`src/rtl/prodreg_pkg.sv`:
```
package prodreg_pkg;

    localparam int unsigned DEF_HI_W  = 8;
    localparam int unsigned DEF_MID_W = 16;
    localparam int unsigned DEF_LO_W  = 16;

    // Part select code of a single-part write; the numbering is decoded as given
    typedef enum logic [1:0] {
        PART_LO    = 2'd0,
        PART_MID_A = 2'd1,
        PART_MID_B = 2'd2,
        PART_HI    = 2'd3
    } part_sel_e;

    typedef enum logic [1:0] {
        OP_HOLD = 2'd0,
        OP_LOAD = 2'd1,
        OP_PART = 2'd2
    } op_kind_e;

    typedef struct packed {
        op_kind_e   kind;
        logic [3:0] part_we;   // one-hot, indexed by part_sel_e
    } bank_cmd_t;

endpackage

```
`src/rtl/prod_cmd_decode.sv`:
```
module prod_cmd_decode
    import prodreg_pkg::*;
(
    input  logic      load_en,
    input  logic      wr_en,
    input  part_sel_e wr_sel,
    output bank_cmd_t cmd
);

    // Full load outranks a part write issued in the same cycle
    always_comb begin
        cmd.kind    = OP_HOLD;
        cmd.part_we = '0;
        if (load_en) begin
            cmd.kind = OP_LOAD;
        end else if (wr_en) begin
            cmd.kind    = OP_PART;
            cmd.part_we = 4'b0001 << wr_sel;
        end
    end

endmodule

```
`src/rtl/prod_part_bank.sv`:
```
module prod_part_bank
    import prodreg_pkg::*;
#(
    parameter int unsigned HI_W  = DEF_HI_W,
    parameter int unsigned MID_W = DEF_MID_W,
    parameter int unsigned LO_W  = DEF_LO_W,
    localparam int unsigned PROD_W = HI_W + MID_W + LO_W
) (
    input  logic              clk,
    input  logic              rst,
    input  bank_cmd_t         cmd,
    input  logic [PROD_W-1:0] load_val,
    input  logic [MID_W-1:0]  wr_data,
    output logic [HI_W-1:0]   hi,
    output logic [MID_W-1:0]  mid_a,
    output logic [MID_W-1:0]  mid_b,
    output logic [LO_W-1:0]   lo
);

    localparam int unsigned MID_LSB = LO_W;
    localparam int unsigned HI_LSB  = LO_W + MID_W;

    always_ff @(posedge clk) begin
        if (rst) begin
            hi    <= '0;
            mid_a <= '0;
            mid_b <= '0;
            lo    <= '0;
        end else begin
            unique case (cmd.kind)
                OP_LOAD: begin
                    lo    <= load_val[LO_W-1:0];
                    mid_a <= load_val[MID_LSB +: MID_W];
                    hi    <= load_val[HI_LSB +: HI_W];
                    mid_b <= '0;
                end
                OP_PART: begin
                    if (cmd.part_we[PART_LO])    lo    <= wr_data[LO_W-1:0];
                    if (cmd.part_we[PART_MID_A]) mid_a <= wr_data;
                    if (cmd.part_we[PART_MID_B]) mid_b <= wr_data;
                    if (cmd.part_we[PART_HI])    hi    <= wr_data[HI_W-1:0];
                end
                default: ;
            endcase
        end
    end

endmodule

```
`src/rtl/prod_merge.sv`:
```
module prod_merge
    import prodreg_pkg::*;
#(
    parameter int unsigned HI_W  = DEF_HI_W,
    parameter int unsigned MID_W = DEF_MID_W,
    parameter int unsigned LO_W  = DEF_LO_W,
    localparam int unsigned PROD_W = HI_W + MID_W + LO_W
) (
    input  logic [HI_W-1:0]   hi,
    input  logic [MID_W-1:0]  mid_a,
    input  logic [MID_W-1:0]  mid_b,
    input  logic [LO_W-1:0]   lo,
    output logic [PROD_W-1:0] full,
    output logic [PROD_W-1:0] rnd
);

    localparam int unsigned      SUM_PAD = PROD_W - (MID_W + 1) - LO_W;
    localparam logic [PROD_W-1:0] BIAS   = (PROD_W'(1) << (LO_W - 1)) - PROD_W'(1);

    logic [MID_W:0]      mid_sum;
    logic [PROD_W-1:0]   hi_term;
    logic [PROD_W-1:0]   mid_term;
    logic [PROD_W-1:0]   biased;

    always_comb begin
        // Unsigned sum keeps the carry into the weight of the top part
        mid_sum  = {1'b0, mid_a} + {1'b0, mid_b};
        // Sign extension above the top part falls outside the 40-bit result
        hi_term  = {hi, {(MID_W + LO_W){1'b0}}};
        mid_term = {{SUM_PAD{1'b0}}, mid_sum, {LO_W{1'b0}}};
        full     = hi_term + (mid_term | {{(PROD_W - LO_W){1'b0}}, lo});
        biased   = full + BIAS;
        rnd      = {biased[PROD_W-1:LO_W], {LO_W{1'b0}}};
    end

endmodule

```
`src/rtl/prod_split_reg.sv`:
```
module prod_split_reg
    import prodreg_pkg::*;
#(
    parameter int unsigned HI_W  = DEF_HI_W,
    parameter int unsigned MID_W = DEF_MID_W,
    parameter int unsigned LO_W  = DEF_LO_W,
    localparam int unsigned PROD_W = HI_W + MID_W + LO_W
) (
    input  logic              clk,
    input  logic              rst,
    input  logic              load_en,
    input  logic [PROD_W-1:0] load_val,
    input  logic              wr_en,
    input  logic [1:0]        wr_sel,
    input  logic [MID_W-1:0]  wr_data,
    output logic [HI_W-1:0]   hi_q,
    output logic [MID_W-1:0]  mid_a_q,
    output logic [MID_W-1:0]  mid_b_q,
    output logic [LO_W-1:0]   lo_q,
    output logic [PROD_W-1:0] prod_full,
    output logic [PROD_W-1:0] prod_rnd
);

    bank_cmd_t cmd;

    prod_cmd_decode u_decode (
        .load_en (load_en),
        .wr_en   (wr_en),
        .wr_sel  (part_sel_e'(wr_sel)),
        .cmd     (cmd)
    );

    prod_part_bank #(.HI_W(HI_W), .MID_W(MID_W), .LO_W(LO_W)) u_bank (
        .clk      (clk),
        .rst      (rst),
        .cmd      (cmd),
        .load_val (load_val),
        .wr_data  (wr_data),
        .hi       (hi_q),
        .mid_a    (mid_a_q),
        .mid_b    (mid_b_q),
        .lo       (lo_q)
    );

    prod_merge #(.HI_W(HI_W), .MID_W(MID_W), .LO_W(LO_W)) u_merge (
        .hi    (hi_q),
        .mid_a (mid_a_q),
        .mid_b (mid_b_q),
        .lo    (lo_q),
        .full  (prod_full),
        .rnd   (prod_rnd)
    );

endmodule

```
`config.mk`:
```
export PLATFORM = sky130hd
export DESIGN_NAME = prod_split_reg
export DESIGN_NICKNAME = d
export VERILOG_FILES = /design/src/rtl/prodreg_pkg.sv /design/src/rtl/prod_cmd_decode.sv /design/src/rtl/prod_part_bank.sv /design/src/rtl/prod_merge.sv /design/src/rtl/prod_split_reg.sv
export SDC_FILE = /design/constraint.sdc
export NUM_CORES = 1
export LEC_CHECK = 0
export ABC_AREA = 1
export BUFFER_PORTS_ARGS = -buffer_cell sky130_fd_sc_hd__buf_2
export CAP_MARGIN = 20
export CORE_ASPECT_RATIO = 1.5
export CORE_MARGIN = 2
export CORE_UTILIZATION = 44
export CTS_CLUSTER_SIZE = 30
export DETAILED_ROUTE_END_ITERATION = 6
export PLACE_DENSITY = 0.78
export SLEW_MARGIN = 10
export SYNTH_ARGS = -nofsm -noshare
export SYNTH_HDL_FRONTEND = slang
export SYNTH_SLANG_ARGS = --single-unit
```
`constraint.sdc`:
```
create_clock -name clk -period 2.7 [get_ports clk]
set_input_delay 0.135 -clock clk [delete_from_list [all_inputs] [get_ports clk]]
set_output_delay 0.135 -clock clk [all_outputs]
set_load 0.02 [all_outputs]
```
After elaboration in Yosys (flattened, before gate mapping)
Cells that the tools add are included.
Word-level totals
  output and inout bits: 136
  flip-flop bits (word level): 56
  logic and storage cells: 31
  input port bits: 62
Cells by class
  mux-type cells: 11
  shift-type cells: 1
  bitwise gates (word level): 1
  equal/unequal tests: 6
  reduce and logical (&&, ||, !) cells: 5
  add/subtract/negate cells: 3
Operators by type and width (count)
  $pmux 16 s2: 3
  $mux 16: 3
  $add 40x15->40 const B: 1
  $add 40x40->40: 1
  $or 33x16->33: 1
  $add 16x16->17: 1
  $pmux 8 s2: 1
  $mux 8: 1
  $ne 2x2->1 const B: 4
  $reduce_and 2->1: 4
  $mux 6: 1
  $mux 4: 1
  $shl 1x2->4 const A: 1
  $eq 2x1->1 const B: 1
  $eq 2x2->1 const B: 1
  $mux 2: 1
  $reduce_bool 2->1: 1

Longest topological paths before layout
Gate-level depths: netlist (run 1).
  word-level depth: 6
  depth in mapped cells: 24
  mapped depth without buffers: 24

Cells and area by module
A second synthesis (run 1) with hierarchy kept.
Unflattened totals
  cells, all modules: 904
  area, all modules: 5262.5 um^2
By module, submodules not included
  prod_part_bank: cells each 444, seq. area each 1121.1 um^2, instances 1, area an instance 2832.7 um^2
  prod_merge: cells each 446, seq. area each 0.0 um^2, instances 1, area an instance 2371.0 um^2
  prod_cmd_decode: cells each 14, seq. area each 0.0 um^2, instances 1, area an instance 58.8 um^2

Worst setup path before layout (run 1)
OpenSTA, ideal clock, no wires.
  path type: register to output
  from: register u_bank.mid_b[0]
  to: output port prod_rnd[39]
  cell stages (with the launch flop): 22
  data required time: 2.565 ns
  arrival: 3.479 ns
  setup slack: -0.914 ns
  path buffers: 0
  cells stage by stage: dfxtp_1 ha_1 inv_1 fa_1 inv_1 nand2_1 nand3_2 nand2_1 nand2_1 a21oi_1 o21bai_1 ha_1 ha_1 nand3_1 nand3b_1 xnor2_1 nand4_1 nor2_1 nand3_1 nand2_1 nand2_1 inv_1
On the way
  longest elaborated chain between the ends: 4
RTL lines
  start: declaration: RTL line prod_part_bank.sv:16  | output logic [MID_W-1:0] mid_b,
  start signal: assignment: RTL line prod_part_bank.sv:40  | if (cmd.part_we[PART_MID_B]) mid_b <= wr_data;
  $add 16x16->17: RTL line prod_merge.sv:27  | mid_sum = {1'b0, mid_a} + {1'b0, mid_b};
  $or 33x16->33: RTL line prod_merge.sv:31  | full = hi_term + (mid_term | {{(PROD_W - LO_W){1'b0}}, lo});
  $add 40x40->40: RTL line prod_merge.sv:31
  via prod_full[38]: RTL line prod_split_reg.sv:20  | output logic [PROD_W-1:0] prod_full,
  $add 40x15->40: RTL line prod_merge.sv:32  | biased = full + BIAS;
  end: declaration: RTL line prod_split_reg.sv:21  | output logic [PROD_W-1:0] prod_rnd
The timed path passes the listed nets, and every way through them passes these cells.

Worst setup path in the final report (run 1)
  from: register u_bank.mid_a[0]
  to: output port prod_rnd[39]
On the way
  longest elaborated chain between the ends: 4
RTL lines
  start: declaration: RTL line prod_part_bank.sv:15  | output logic [MID_W-1:0] mid_a,
  start signal: assignment: RTL line prod_part_bank.sv:33  | mid_a <= load_val[MID_LSB +: MID_W];
  start signal: assignment: RTL line prod_part_bank.sv:39  | if (cmd.part_we[PART_MID_A]) mid_a <= wr_data;
  $add 16x16->17: RTL line prod_merge.sv:27
  $or 33x16->33: RTL line prod_merge.sv:31
  $add 40x40->40: RTL line prod_merge.sv:31
  $add 40x15->40: RTL line prod_merge.sv:32
No other way between the ends.

==> results by group, run 1 <==
STA
  – Final worst path period share: 124%
  – Slew Limit Fails: 0
  – Fin. Hold Viols: 0
  – Hold Slack: 102 ps
  – Slew HR: 40.2%
  – Final setup vio count: 22
  – Clk_skew: 0 ps
  – RSZ-0062 raised after global routing: yes
  – Slew @ Worst Pin: 895 ps
  – Final critical-path required period: 3360 ps
  – Final WS setup: -661 ps
  – Peak Freq: 0.298 GHz

Status
  – Outcome: complete, but fails checks
  – Failing checks: setup timing

Detailed routing
  – Wire length per cell: 15.4 microns
  – Antenna-violating nets left: 0
  – # DRC: 0
  – Wirelength, routed: 16700 microns
  – DRT Pass-1 Iters: 5
  – Detailed-route via count: 5812
  – Vias/cell: 5.36
  – Initial DRC count: 281

Layout
  – Diode count: 0
  – Share of post-route cells with drive strength above 1: 43.0%
  – Post-Layout Inst Area: 6780 sq um
  – Fin nets: 1048
  – P&R area growth vs syn: 52.0%

Global routing
  – Vias in the first global route: 5350
  – GRT Util Overall: 29.0%
  – Antenna violations before repair: 0
  – First-pass GRT wire length: 25500 microns
  – Largest net degree at the start of global routing: 41
  – Congestion Overflow GR: 0

Die
  – Die height: 127 microns
  – Rows: 45
  – Initial core utilization: 44.5%
  – Chip width: 86.2 microns
  – Die area: 11000 sq um
  – Core area: 10000 sq um
  – IO Pins: 198

Worst setup path
  – Crit-path slowest cell: dfxtp_4
  – Crit path cell chain: ha_4 -> inv_2 -> fa_2 -> inv_2 -> nand2_2 -> nand3_2 -> nand2_2 -> nand2_2 -> a21oi_2 -> o21bai_1 -> ha_2 -> ha_4 -> nand3_2 -> nand3b_1 -> xnor2_4 -> nand4_1 -> nor2_2 -> nand3_1 -> nand2_1 -> nand2_1 -> inv_2 -> buf_6
  – Worst Path Arrival: 3230 ps
  – CP required: 2570 ps
  – CP Max Fanout: 2
  – Slowest stage delay, CP: 360 ps
  – Critical Path Start Type: flop
  – CP Class: reg -> out
  – CP Capture Type: output pin

Synth
  – Mapped Area: 4460 sq um
  – Avg Cell Area, Syn: 6.24 sq um
  – Yosys warns: 0
  – Sequential area share after synthesis: 25.1%
  – Post-synthesis register bit count: 56
  – Cell count after synthesis: 715
  – Yosys cell types: 33

Placement
  – Placed inst area: 6020 sq um
  – Routability cong.: 0.873
  – Pre-CTS WS: -409 ps
  – Detailed Place HPWL: 12800 microns
  – # port buffers: 181

Pwr
  – Maximum vdd ir drop: 0.548 mV
  – Leak pwr: 3.52 nW
  – Power, Total: 2.60 mW
  – PD cells: 383 nW/um^2

Hold path
  – Hold Crit Class: in -> reg

Clock tree
  – Longest Clk Path Bufs: 2
  – Clock slew at reported path FFs: 70 ps
  – Total CTS buffers: 5
  – CTS H-tree depth: 2
  – Clock sinks: 56
  – TritonCTS clock tree: built
  – Clock Tree Root: clkbuf_16
  – Hold Buf Count CTS: 0
  – Clock Latency Late Sink: 290 ps

Flow run
  – Total of max-cap violations: 0
## flip-flops by register name (all words and copies together), names as in the netlist
signal        cells
u_bank.hi         8
u_bank.mid_a     16
u_bank.mid_b     16
u_bank.lo        16
## power by group
group          internal [mW]  switching (mW)
Sequential             0.881          0.0606
Combinational          0.384           0.611
Clock                  0.366           0.293
Total                   1.63           0.964
## worst max-delay path, delay by kind of cell, from the launching register on
family | cells | cell delay [ps]
XOR/XNOR | 1 | 220
buffers and inverters | 4 | 260
AO/OA/AOI/OAI | 2 | 170
AND/OR/NAND/NOR | 11 | 1080
flip-flops | 1 | 360
adder cells (fa/ha/maj) | 4 | 860
## worst paths after layout
check                                       from  slack [ps]               end  cells after the start
worst max register to register   u_bank.mid_a[8]        1790   u_bank.mid_a[8]                      3
worst max-delay path             u_bank.mid_a[0]        -660      prod_rnd[39]                     22
worst min register to register  u_bank.mid_b[14]         520  u_bank.mid_b[14]                      2
worst min-delay path                load_val[27]         100  u_bank.mid_a[11]                      3
## cell families after synthesis
kind of cell / share of synthesized area [%]
other cells: 0.0841
simple gates: 32.6
compound gates: 19.1
buf+inv: 14.3
fa+ha+maj: 5.50
xor+xnor: 3.31
flops: 25.1
## placed cells by master, fill, tap and decap left out, types with 2 or more instances in the layout
| cell | n |
|---|---|
| a21oi_1 | 29 |
| a21oi_2 | 2 |
| a31oi_1 | 40 |
| and2_1 | 3 |
| buf_2 | 162 |
| buf_4 | 110 |
| buf_6 | 17 |
| clkbuf_16 | 5 |
| clkinv_2 | 2 |
| conb_1 | 16 |
| dfxtp_1 | 39 |
| dfxtp_2 | 14 |
| dfxtp_4 | 3 |
| ha_1 | 6 |
| ha_4 | 11 |
| inv_1 | 68 |
| inv_2 | 10 |
| nand2_1 | 147 |
| nand2_2 | 26 |
| nand2_4 | 10 |
| nand3_1 | 58 |
| nand3_2 | 6 |
| nand3b_1 | 4 |
| nand4_1 | 11 |
| nor2_1 | 36 |
| nor2_2 | 12 |
| nor2_4 | 11 |
| o21ai_0 | 81 |
| o21ai_1 | 2 |
| xnor2_2 | 2 |
| xnor2_4 | 2 |
| xor2_1 | 9 |
| xor2_2 | 2 |
## routing by layer
| layer | vias up | part of all wire [%] | track usage, % |
|---|---|---|---|
| li1 | 2834 | - | - |
| met1 | 2646 | 34 | 32.0 |
| met2 | 271 | 52 | 51.8 |
| met3 | 61 | 6.2 | 2.07 |
| met4 | 0 | 7.5 | 20.3 |
| met5 | - | 0 | 0 |
## Yosys cell counts (all sizes together)
cell type  instances  area (sq um)
clkbuf            26          97.6
o21bai             1          7.51
fa                 1          20.0
dfxtp             56          1120
nand3b             4          30.0
o21ai             84           424
nand3             65           335
nor3               2          15.0
a21oi             32           160
a31oi             40           250
clkinv             1          3.75
nand4             11          68.8
buf               33           244
o31ai              1          7.51
and2               3          18.8
ha                18           225
nand2            183           722
xnor2              5          51.3
conb               1          3.75
inv               78           293
nor2              59           264
xor2              11          96.3
## per-stage QoR
step | utilization (%) | instances | setup TNS (ps)
6_report | 67.7 | 1085 | -5810
5_1_grt | 67.7 | 1085 | -9390
4_1_cts | 65.5 | 1079 | -6230
3_5_place_dp | 60.1 | 1058 | -1940
3_3_place_gp | 60.1 | 1058 | -1550
2_1_floorplan | - | 730 | -1480
## area by class of cell
class	instances	area, sq um
Clock inverter	2	10.0
Inverter	79	297
Multi-Input combinational cell	536	3210
Timing Repair Buffer	289	1830
Fill cell	875	3240
Sequential cell	56	1150
Clock buffer	6	139
Tap cell	117	146
## timing repair
action | CTS | global route
endpoints found under the setup margin | 22 | 26
gates resized for setup | 75 | 53
pin swaps | 33 | 35
setup buffers | 13 | 8
cloned | 0 | 0
Power figures use the tool's default switching activity.
==> run 2, diff against run 1 <==
--- a/config.mk
+++ b/config.mk
@@ -8,11 +8,12 @@
 export ABC_AREA = 1
 export BUFFER_PORTS_ARGS = -buffer_cell sky130_fd_sc_hd__buf_2
 export CAP_MARGIN = 20
-export CORE_ASPECT_RATIO = 1.5
+export CORE_ASPECT_RATIO = 0.8
 export CORE_MARGIN = 2
 export CORE_UTILIZATION = 44
 export CTS_CLUSTER_SIZE = 30
 export DETAILED_ROUTE_END_ITERATION = 6
+export HOLD_SLACK_MARGIN = 0.02
 export PLACE_DENSITY = 0.78
 export SLEW_MARGIN = 10
 export SYNTH_ARGS = -nofsm -noshare
==> constraint.sdc (replaced) <==
create_clock -name clk -period 2.7 [get_ports clk]
set_input_delay 0.54 -clock clk [delete_from_list [all_inputs] [get_ports clk]]
set_output_delay 0.54 -clock clk [all_outputs]
set_load 0.02 [all_outputs]
==> run 2 against run 1 <==
Against the previous run:
- the flow finishes with violations (DRC, setup timing)
- sequential cell count unchanged
- wire length up 12%
- clock-buffer cell count down 1
- via count up 6.7%
- non-clock buffer count up 52
- register-to-register slack worse by 30 ps
- critical path depth unchanged
- die area down 0.10%
- clock power down 3%
- design area up 13%
- hold slack better by 410 ps
- critical endpoint unchanged
- sequential share of layout area down 1.9 points
==> results by group, run 2 (synthesized netlist as in run 1, its figures left out) <==
Layout
  – Share of post-route cells with drive strength above 1: 53.2%
  – Final Util: 78.6%
  – Top Registers: u_bank.lo: 16 flops, u_bank.mid_a: 16 flops, u_bank.mid_b: 16 flops
  – Footprint of the multi-input gates: 3540 sq um
  – Fin nets: 1100
  – Fill cells: 747
  – Most frequent cells in the layout: buf_2 (147), buf_4 (147), nand2_1 (118)
  – Sequential cell area: 1160 sq um
  – Diode count: 0
  – P&R area growth vs syn: 72.2%

STA
  – Hold Slack: 512 ps
  – Final setup vio count: 31
  – Fin. Hold Viols: 0
  – Setup TNS: -19450 ps
  – Slew HR: 59.3%
  – Slew @ Worst Pin: 610 ps
  – Final worst path period share: 143%
  – Final critical-path required period: 3870 ps
  – Clk_skew: 0 ps
  – Final WS setup: -1170 ps
  – RSZ-0062 raised after global routing: yes
  – Slew Limit Fails: 0
  – Peak Freq: 0.258 GHz

Die
  – Die height: 94.0 microns
  – IO Pins: 198
  – Rows: 32
  – Initial core utilization: 45.6%
  – Die area: 11000 sq um
  – Core area: 9770 sq um
  – Chip width: 117 microns

Clock tree
  – Longest Clk Path Bufs: 2
  – Clock Tree Root: clkbuf_16
  – Total CTS buffers: 5
  – Hold Buf Count CTS: 0
  – CTS H-tree depth: 2
  – Clock sinks: 56
  – Clock Latency Late Sink: 290 ps
  – TritonCTS clock tree: built
  – Clock slew at reported path FFs: 70 ps

Status
  – Outcome: complete, but fails checks
  – Failing checks: DRC, setup timing

Placement
  – Pre-CTS WS: -881 ps
  – Routability cong.: 0.924
  – Detailed Place HPWL: 13000 microns
  – # port buffers: 181

Pwr
  – Switching part of the total: 37.6%
  – Maximum vdd ir drop: 0.279 mV
  – Flop pwr share: 34.4%
  – Leak pwr: 3.87 nW
  – Clock network fraction of total power: 23.4%
  – Net Sw Power: 1.03 mW
  – Int Pwr: 1.71 mW
  – Logic gate share of total power: 42.2%
  – PD cells: 357 nW/um^2

Worst setup path
  – Critical Path Start Type: flop
  – Worst Setup SP: u_bank.mid_a[0]
  – Worst Path Arrival: 3330 ps
  – CP required: 2160 ps
  – CP Max Fanout: 2
  – CP Class: reg -> out
  – CP Capture Type: output pin
  – Reg-to-reg slack, setup: 1760 ps
  – Reg2reg start: u_bank.hi[2]

Global routing
  – Antenna violations before repair: 0
  – Congestion Overflow GR: 0
  – GRT Util Overall: 31.3%
  – Largest net degree at the start of global routing: 42
  – Vias in the first global route: 5559
  – First-pass GRT wire length: 26800 microns

Detailed routing
  – DRT Pass-1 Iters: 7
  – Detailed-route via count: 6201
  – Wirelength, routed: 18600 microns
  – Wire length per cell: 16.1 microns
  – Vias/cell: 5.37
  – # DRC: 2
  – Antenna-violating nets left: 0
  – Initial DRC count: 533

Flow run
  – Total of max-cap violations: 0

Hold path
  – Hold_sp: load_val[25]
  – Hold Crit Class: in -> reg
-- run 2: cell count changes in the layout (fill, tap and decap cells not counted), sizes merged --
| cell | before | now |
|---|---|---|
| clkbuf | 6 | 5 |
| clkinv | 3 | 2 |
| buf | 289 | 341 |
| clkinvlp | 0 | 1 |
-- run 2: stage by stage --
stage | power, mW | std cells | instance area (sq um)
after global placement | 1.91 | 1124 | 6540
final | 2.74 | 1155 | 7680
after floorplan | 1.54 | 730 | 4760
after global routing | 2.86 | 1155 | 7680
after detailed placement | 1.93 | 1124 | 6540
after CTS | 2.62 | 1143 | 7090
-- run 2: power by group through the flow --
| stage | combinational (mW) | sequential, mW | clock [mW] |
|---|---|---|---|
| CTS | 1.05 | 0.936 | 0.635 |
| detailed placement | 0.973 | 0.953 | 0 |
| global placement | 0.962 | 0.950 | 0 |
| finish | 1.16 | 0.944 | 0.641 |
| global route | 1.24 | 0.950 | 0.671 |
| floorplan | 0.523 | 1.01 | 0 |
-- run 2: routing by layer --
metal | share of wire [%] | vias to the layer above | GRT usage, %
met1 | 39 | 2881 | 40.8
met3 | 11 | 53 | 6.52
li1 | - | 2925 | -
met5 | 0 | - | 0
met2 | 47 | 342 | 51.4
met4 | 3.5 | 0 | 10.8
-- run 2: layout make-up --
cell class                      count  area share [%]
Multi-Input combinational cell    536            46.1
Timing Repair Buffer              341            30.9
Sequential cell                    56            15.1
Inverter                           79            3.86
Tap cell                          136            2.22
Clock buffer                        5            1.63
Clock inverter                      2           0.163
-- run 2: path summary, 6_finish.rpt --
kind,depth (start not counted),to
worst min-delay path,3,u_bank.mid_a[9]
worst max register to register,2,u_bank.hi[2]
worst max-delay path,22,prod_rnd[39]
worst min register to register,2,u_bank.lo[2]
-- run 2: what timing repair did --
action | 4_1_cts | 5_1_grt
setup endpoints to repair | 33 | 41
pin swaps | 48 | 44
buffers inserted | 12 | 14
gates resized for setup | 97 | 121
-- run 2: critical path: stages (launching register included) --
cell      delay (ps)
dfxtp_4          360
ha_4             130
inv_2             30
fa_2             360
inv_2             80
nand2_2           70
nand3_4           90
nand2_4           60
nand2_4           60
a21oi_2           50
o21bai_1         140
ha_2             230
ha_4             130
nand3_2           70
nand3b_1         270
xnor2_4          230
nand4_1          120
nor2_2           140
nand3_1           90
nand2_1           60
nand2_1           80
inv_2             60
buf_6            100
==> run 3, diff against run 2 <==
--- a/config.mk
+++ b/config.mk
@@ -14,6 +14,7 @@
 export CTS_CLUSTER_SIZE = 30
 export DETAILED_ROUTE_END_ITERATION = 6
 export HOLD_SLACK_MARGIN = 0.02
+export MAX_ROUTING_LAYER = met4
 export PLACE_DENSITY = 0.78
 export SLEW_MARGIN = 10
 export SYNTH_ARGS = -nofsm -noshare
==> run 3 against run 2 <==
Against the previous run:
- via count shrank 0.56%
- hold slack worse by 8.6 ps
- the run ends with setup timing left
- sequential cell count is the same
- clock-buffer cell count unchanged
- power increased by 0.87%
- setup slack improved by 20 ps
- global-route usage up 0.35 points
==> results by group, run 3 (synthesized netlist as in run 1, its figures left out) <==
Worst setup path
  – CP Capture Type: output pin
  – Crit-path slowest cell: fa_2
  – Reg-to-reg slack, setup: 1810 ps
  – Critical Path Start Type: flop
  – Most Frequent Cell on Critical Path: inv_2
  – CP Max Fanout: 2
  – Worst Path Buf+Inv: 4
  – Slowest stage delay, CP: 370 ps
  – CP Class: reg -> out
  – Crit path cell chain: ha_4 -> inv_2 -> fa_2 -> inv_2 -> nand2_2 -> nand3_4 -> nand2_4 -> nand2_4 -> a21oi_2 -> o21bai_1 -> ha_2 -> ha_4 -> nand3_2 -> nand3b_1 -> xnor2_4 -> nand4_1 -> nor2_2 -> nand3_1 -> nand2_1 -> nand2_1 -> inv_2 -> buf_6
  – Kind of cell adding the most delay to the critical path: simple AND/OR/NAND/NOR gates
  – CP required: 2160 ps
  – Worst Path Arrival: 3310 ps

Layout
  – Fin nets: 1096
  – Commonest non-fill, non-tap cell in the layout: buf_4
  – P&R area growth vs syn: 70.4%
  – Final Util: 77.8%
  – Post-Layout Inst Area: 7600 sq um
  – Most frequent cells in the layout: buf_4 (154), buf_2 (148), nand2_1 (117)
  – Layout Cells excl Fill: 1152
  – Share of post-route cells with drive strength above 1: 52.8%
  – Diode count: 0
  – Top Registers: u_bank.lo: 16 flops, u_bank.mid_a: 16 flops, u_bank.mid_b: 16 flops

Clock tree
  – Clock sinks: 56
  – Clock Tree Root: clkbuf_16
  – TritonCTS clock tree: built
  – CTS H-tree depth: 2
  – Clock slew at reported path FFs: 80 ps
  – Longest Clk Path Bufs: 2
  – Clock Latency Late Sink: 290 ps
  – Total CTS buffers: 5

STA
  – Setup TNS: -20140 ps
  – Final WS setup: -1150 ps
  – RSZ-0062 raised after global routing: yes
  – Slew @ Worst Pin: 561 ps
  – Slew Limit Fails: 0
  – Fin. Hold Viols: 0
  – Peak Freq: 0.260 GHz
  – Clk_skew: 0 ps
  – Final worst path period share: 143%
  – Slew HR: 62.5%
  – Final setup vio count: 32
  – Final critical-path required period: 3850 ps

Pwr
  – Logic gate share of total power: 40.9%
  – Leak pwr: 3.85 nW
  – Net Sw Power: 1.05 mW
  – Flop pwr share: 34.1%
  – Maximum vdd ir drop: 0.332 mV
  – Int Pwr: 1.72 mW
  – Clock network fraction of total power: 25.1%
  – Power, Total: 2.77 mW
  – PD cells: 364 nW/um^2
  – Switching part of the total: 38.0%

Hold path
  – Hold Crit Class: in -> reg

Die
  – Chip width: 117 microns
  – Rows: 32
  – Initial core utilization: 45.6%
  – IO Pins: 198
  – Core area: 9770 sq um
  – Die height: 94.0 microns
  – Die area: 11000 sq um

Flow run
  – Total of max-cap violations: 0

Status
  – Failing checks: setup timing
  – Outcome: complete, but fails checks

Detailed routing
  – Antenna-violating nets left: 0
  – Wirelength, routed: 18000 microns
  – Initial DRC count: 535
  – # DRC: 0
  – Vias/cell: 5.35
  – Wire length per cell: 15.6 microns
  – DRT Pass-1 Iters: 5
  – Detailed-route via count: 6166

Global routing
  – Antenna violations before repair: 0
  – Largest net degree at the start of global routing: 37
  – Congestion Overflow GR: 0
  – First-pass GRT wire length: 26400 microns
  – Vias in the first global route: 5400
  – GRT Util Overall: 31.7%

Placement
  – Placed inst area: 6540 sq um
  – # placed instances: 1124
  – # port buffers: 181
  – Detailed Place HPWL: 12900 microns
  – Routability cong.: 0.949
## run 3: cell count changes in the layout (fill, tap and decap cells not counted), sizes merged
| cell | delta |
|---|---|
| buf | -4 |
| clkinvlp | -1 |
| clkinv | -1 |
| inv | +3 |
## run 3: power groups by stage
stage,Clock [mW],Combinational [mW],Sequential (mW)
final,0.694,1.13,0.942
after global routing,0.719,1.22,0.947
after CTS,0.686,1.06,0.937
after detailed placement,0,0.974,0.951
after global placement,0,0.964,0.951
after floorplan,0,0.523,1.01
## run 3: tightest hold or removal path: cells and delay by family
kind            cells  cell delay, ps
buf+inv             1              90
compound gates      2             140
## run 3: through the flow
| stage | setup slack (ps) | hold slack (ps) |
|---|---|---|
| floorplan | -814 | 522 |
| global placement | -789 | 551 |
| detailed placement | -859 | 553 |
| CTS | -1110 | 507 |
| global route | -1400 | 514 |
| finish | -1150 | 504 |
## run 3: layer usage
metal	part of all wire [%]	global-route usage, %
met1	41	41.2
met5	0	-
met2	48	51.9
met3	9.1	5.81
met4	1.8	6.47
## run 3: path summary, 6_finish.rpt
path / endpoint / from / cells past startpoint
max: prod_rnd[39] / u_bank.mid_a[0] / 22
min: u_bank.lo[3] / load_val[3] / 3
max reg2reg: u_bank.hi[6] / u_bank.hi[6] / 2
min reg2reg: u_bank.lo[10] / u_bank.lo[10] / 2
## run 3: area by class of cell
class	count	area, sq um
Timing Repair Buffer	337	2290
Sequential cell	56	1160
Fill cell	709	2170
Clock buffer	5	125
Multi-Input combinational cell	536	3520
Clock inverter	3	28.8
Inverter	79	297
Tap cell	136	170
## run 3: repair_timing
| item | CTS | global route |
|---|---|---|
| setup endpoints to repair | 33 | 40 |
| pin swaps | 46 | 35 |
| gates resized for setup | 108 | 92 |
| buffers inserted | 40 | 9 |
| gates cloned | 0 | 0 |
| hold buffers | 0 | 0 |
